## config.mk

```make
export PLATFORM = sky130hd
export DESIGN_NAME = por_delay_seq
export DESIGN_NICKNAME = d
export VERILOG_FILES = /design/src/rtl/por_seq_pkg.sv /design/src/rtl/por_pin_sync.sv /design/src/rtl/por_delay_cnt.sv /design/src/rtl/por_delay_seq.sv
export SDC_FILE = /design/constraint.sdc
export NUM_CORES = 1
export LEC_CHECK = 0
export ABC_AREA = 1
export ABC_CLOCK_PERIOD_IN_PS = 2070
export BUFFER_PORTS_ARGS = -buffer_cell sky130_fd_sc_hd__buf_2
export CORE_AREA = 2 2 39 41
export DETAILED_ROUTE_END_ITERATION = 12
export DIE_AREA = 0 0 41 43
export PLACE_DENSITY = 0.58
export SLEW_MARGIN = 20
export SYNTH_ARGS = -nofsm -noshare
export SYNTH_HDL_FRONTEND = slang
export SYNTH_SLANG_ARGS = --single-unit
```

## constraint.sdc

```tcl
create_clock -name clk -period 2.07 [get_ports clk]
set_clock_uncertainty 0.1 [all_clocks]
set_input_delay 0.1035 -clock clk [delete_from_list [all_inputs] [get_ports clk]]
set_output_delay 0.1035 -clock clk [all_outputs]
set_load 0.01 [all_outputs]
```

## src/rtl/por_seq_pkg.sv

```systemverilog
package por_seq_pkg;

    localparam int unsigned POR_TIMEOUT_DEF = 64;
    localparam int unsigned POR_SYNC_DEF    = 2;

    // Bits needed to hold the values 0..limit.
    function automatic int unsigned cnt_bits(input int unsigned limit);
        return (limit < 2) ? 1 : $clog2(limit + 1);
    endfunction

    // Registered control outputs, both forced to 1 by a supply drop.
    typedef struct packed {
        logic rst;
        logic flag;
    } por_ctl_t;

endpackage

```

## src/rtl/por_pin_sync.sv

```systemverilog
module por_pin_sync #(
    parameter int unsigned STAGES = 2
) (
    input  logic clk,
    input  logic arst_n,
    input  logic pin_i,
    output logic pin_o
);

    logic [STAGES-1:0] sh_d;
    logic [STAGES-1:0] sh_q;

    generate
        if (STAGES == 1) begin : g_single
            always_comb sh_d = pin_i;
        end else begin : g_chain
            always_comb sh_d = {sh_q[STAGES-2:0], pin_i};
        end
    endgenerate

    // Cleared to "pin asserted" while the supply is absent.
    always_ff @(posedge clk or negedge arst_n) begin
        if (!arst_n) sh_q <= '0;
        else         sh_q <= sh_d;
    end

    assign pin_o = sh_q[STAGES-1];

endmodule

```

## src/rtl/por_delay_cnt.sv

```systemverilog
module por_delay_cnt #(
    parameter int unsigned TIMEOUT = 64,
    parameter int unsigned CW      = 7
) (
    input  logic          clk,
    input  logic          arst_n,
    input  logic          run,
    output logic          done,
    output logic [CW-1:0] cnt_o
);

    localparam logic [CW-1:0] LIMIT = CW'(TIMEOUT);

    typedef struct packed {
        logic [CW-1:0] cnt;
    } cnt_st_t;

    cnt_st_t st_d;
    cnt_st_t st_q;

    always_comb begin
        st_d = st_q;
        if (!run) begin
            st_d.cnt = '0;
        end else if (st_q.cnt != LIMIT) begin
            st_d.cnt = st_q.cnt + 1'b1;
        end
    end

    always_ff @(posedge clk or negedge arst_n) begin
        if (!arst_n) st_q <= '0;
        else         st_q <= st_d;
    end

    assign done  = run && (st_q.cnt == LIMIT);
    assign cnt_o = st_q.cnt;

endmodule

```

## src/rtl/por_delay_seq.sv

```systemverilog
module por_delay_seq
    import por_seq_pkg::*;
#(
    parameter int unsigned TIMEOUT     = POR_TIMEOUT_DEF,
    parameter int unsigned SYNC_STAGES = POR_SYNC_DEF
) (
    input  logic clk,
    input  logic supply_ok,
    input  logic ext_rst_n,
    input  logic clr_flag,
    output logic rst_out,
    output logic tmo_done,
    output logic por_flag
);

    localparam int unsigned CW = cnt_bits(TIMEOUT);

    logic          pin_ok;
    logic          done_int;
    logic [CW-1:0] cnt_val;

    por_ctl_t ctl_d;
    por_ctl_t ctl_q;

    por_pin_sync #(
        .STAGES (SYNC_STAGES)
    ) u_pin_sync (
        .clk    (clk),
        .arst_n (supply_ok),
        .pin_i  (ext_rst_n),
        .pin_o  (pin_ok)
    );

    por_delay_cnt #(
        .TIMEOUT (TIMEOUT),
        .CW      (CW)
    ) u_delay_cnt (
        .clk    (clk),
        .arst_n (supply_ok),
        .run    (pin_ok),
        .done   (done_int),
        .cnt_o  (cnt_val)
    );

    always_comb begin
        ctl_d      = ctl_q;
        ctl_d.rst  = !done_int;
        ctl_d.flag = ctl_q.flag && !clr_flag;
    end

    always_ff @(posedge clk or negedge supply_ok) begin
        if (!supply_ok) begin
            ctl_q.rst  <= 1'b1;
            ctl_q.flag <= 1'b1;
        end else begin
            ctl_q <= ctl_d;
        end
    end

    // Supply loss also forces the outputs directly, with no clock involved.
    assign rst_out  = ctl_q.rst  | ~supply_ok;
    assign por_flag = ctl_q.flag | ~supply_ok;
    assign tmo_done = done_int   &  supply_ok;

endmodule

```

==> flow_summary.toml <==
[yosys]
ys_ff_latch = 11
synth_top_family_by_area = "simple AND/OR/NAND/NOR gates"
synth_cells = 62
synthMuxAreaShare = 0
synthArstFlopShare = 1.00
synthAdderAreaFrac = 0.0478
synth_cell_types = 15
synthesis.nets = 68
synth_ff_type = "dfrtp_1"
yosysWarnings = 0
synth_compound_gate_area_share = 0.0766
ys_seq_area_frac = 0.531
synth_area_leaders = "dfrtp_1 43%, dfstp_2 10%, inv_1 7.9%"
synth_enable_flop_cells = 0
syn_avg_cell_area_um2 = 8.44
yosys.area_share.simple = 0.256
synth_area_um2 = 523
synth_top_area_cell = "dfrtp_1"
synth-xor-area-share = 0
synth.top_cell.area_share = 0.431

[timing]
drv_slew = 0
fin_crit_ps = 1660
relSlewSlack = 0.824
rsz0062_at_grt = "no"
post-route-period-util = 0.802
fin_setup_tns_ps = 0
max_slew.worst_pin.slew_ps = 263
max_clock_freq_ghz = 0.603
finalSetupViolCount = 0
finalHoldViolations = 0

[run_status]
outcome = "complete, no violations"

[power_and_ir_drop]
netSwitchingFraction = 0.230
internal-power_w = 0.000309
leakage_nw = 0.309
ir_drop_uv = 421
powerDensity_nw_per_um2 = 644
power_frac_seq = 0.571
p_sw_w = 0.0000925
comb_power_share = 0.070
pwr-share-clk = 0.359

[detailed_routing]
drt_wl_total_um = 840
drtIter0Drc = 5
first_pass_iters = 4
vias = 393
ant_nets = 0
routed_via_density = 4.37
post_drt_wl_per_cell_um = 9.33
drc = 0

[final_layout]
fin_nets = 81
fillCellCount = 139
drive_above_1_share = 0.189
layout_common_cells = "11 x inv_1, 9 x nand2_1, 9 x nor2_1, 9 x dfrtp_1, 7 x nand3_1"
diodes = 0
syn_to_final_growth_pct = 19.4
layout_commonest_cell = "inv_1"
instances_no_fill = 90

[floorplan]
coreArea_um2 = 1380
start_util = 0.378
fp.dieW_um = 41
io_pins = 7
dieArea_um2 = 1760
fp.dieH_um = 43
rows = 14

[placed_design]
place_inst = 83
place_congestion = 0.751
port_buffers = 6
dp_hpwl_um = 630

[critical_path]
ff2ff_path_depth = 7
crit_required_ps = 1870
regToRegStartpoint = "u_delay_cnt.cnt_o[0]"
reg2reg_to = "u_delay_cnt.cnt_o[2]"
crit_chain = "inv_1 -> ha_1 -> nand2_1 -> nor2_2 -> nand3_1 -> nor2_1 -> buf_2"
slowest_delay_ps = 420
start_kind = "register"
cp_slowest_cell = "dfrtp_1"
end_kind = "output port"
arrival_ps = 1460
cp_max_fo = 4
r2r_slack_ps = 830
crit_family = "flip-flops"
crit_buf_inv = 2
critical_path_class = "register to output port"

[clocking]
clkTransAtPathRegs_ps = 70
clock_path_buffers = 2
clock-root-buffer = "clkbuf_4"
numCtsBuffers = 3
clk_latency_ps = 270
cts.sinks = 11
htreeDepth = 1
cts_tree = "done"

[grt]
antenna_found_initial = 0
grt_usage = 0.126
gr-total-overflow = 0
grt_pass1_wl_um = 1410
grt_max_degree = 14
grt_pass1_vias = 332

[min_path]
min_path_type = "input port to async pin"

[job]
cap_violations = 0
[layer usage]
metal / vias up / share of wire / GRT usage
met4: 0 / 0.040 / 0.120
met2: 7 / 0.42 / 0.131
li1: 221 / - / -
met1: 160 / 0.50 / 0.192
met3: 5 / 0.036 / 0.0314
met5: - / 0 / 0
[how the worst max path moves through the flow]
stage | start | endpoint | slack (ps) | depth (start not counted)
finish | u_delay_cnt.cnt_o[0] | tmo_done | 410 | 7
global route | u_delay_cnt.cnt_o[0] | tmo_done | 320 | 7
CTS | u_delay_cnt.cnt_o[0] | tmo_done | 400 | 7
detailed placement | u_delay_cnt.cnt_o[0] | tmo_done | 700 | 7
global placement | u_delay_cnt.cnt_o[0] | tmo_done | 730 | 7
floorplan | u_delay_cnt.cnt_o[0] | tmo_done | 820 | 6
[state kept, by name, indices dropped and copies added (netlist names)]
| signal | count |
|---|---|
| ctl_q | 2 |
| u_delay_cnt.cnt_o | 7 |
| u_pin_sync.sh_q | 2 |
[synthesized netlist by cell type (2+ instances only)]
library cell and number:
ha_1 2, a21oi_1 2, dfrtp_1 9, nand2_1 9, nor2_2 2, nand4_1 2
dfstp_2 2, o21ai_0 3, nand3_1 7, inv_1 11, nor2_1 9
[per-stage QoR]
step                      area [um^2]  utilization  setup WS (ps)  hold slack [ps]  power (W)
after floorplan                   523            -            820             -292   0.000246
after global placement            568        0.410            730             -101   0.000257
after detailed placement          568        0.410            705             -101   0.000258
after CTS                         624        0.451            403              138   0.000412
after global routing              624        0.451            323              173   0.000428
final                             624        0.451            411              136   0.000402
[kinds of logic after synthesis]
group                    after synthesis
adder cells (fa/ha/maj)                2
flip-flops                            11
buffers and inverters                 12
AO/OA/AOI/OAI                          7
AND/OR/NAND/NOR                       30
[what timing repair did]
action,CTS,global route
hold buffers,3,0
endpoints found under the hold margin,13,0
resized for setup,0,0
setup buffers,0,0
[power groups by stage]
stage | Combinational [W] | Sequential (W) | Clock [W]
final | 0.0000280 | 0.000230 | 0.000144
after global routing | 0.0000335 | 0.000230 | 0.000164
after CTS | 0.0000289 | 0.000229 | 0.000154
after detailed placement | 0.0000246 | 0.000233 | 0
after global placement | 0.0000239 | 0.000233 | 0
after floorplan | 0.0000165 | 0.000230 | 0
[cell type report]
cell class | count | area, um^2 | share of cell area
clock buffers | 4 | 26.3 | 0.0421
inverters | 11 | 41.3 | 0.0661
multi-input cells | 39 | 199 | 0.319
flip-flops and latches | 11 | 278 | 0.445
well taps | 16 | 20.0 | 0.0321
repair buffers | 9 | 60.1 | 0.0962
Power figures use the tool's default switching activity.
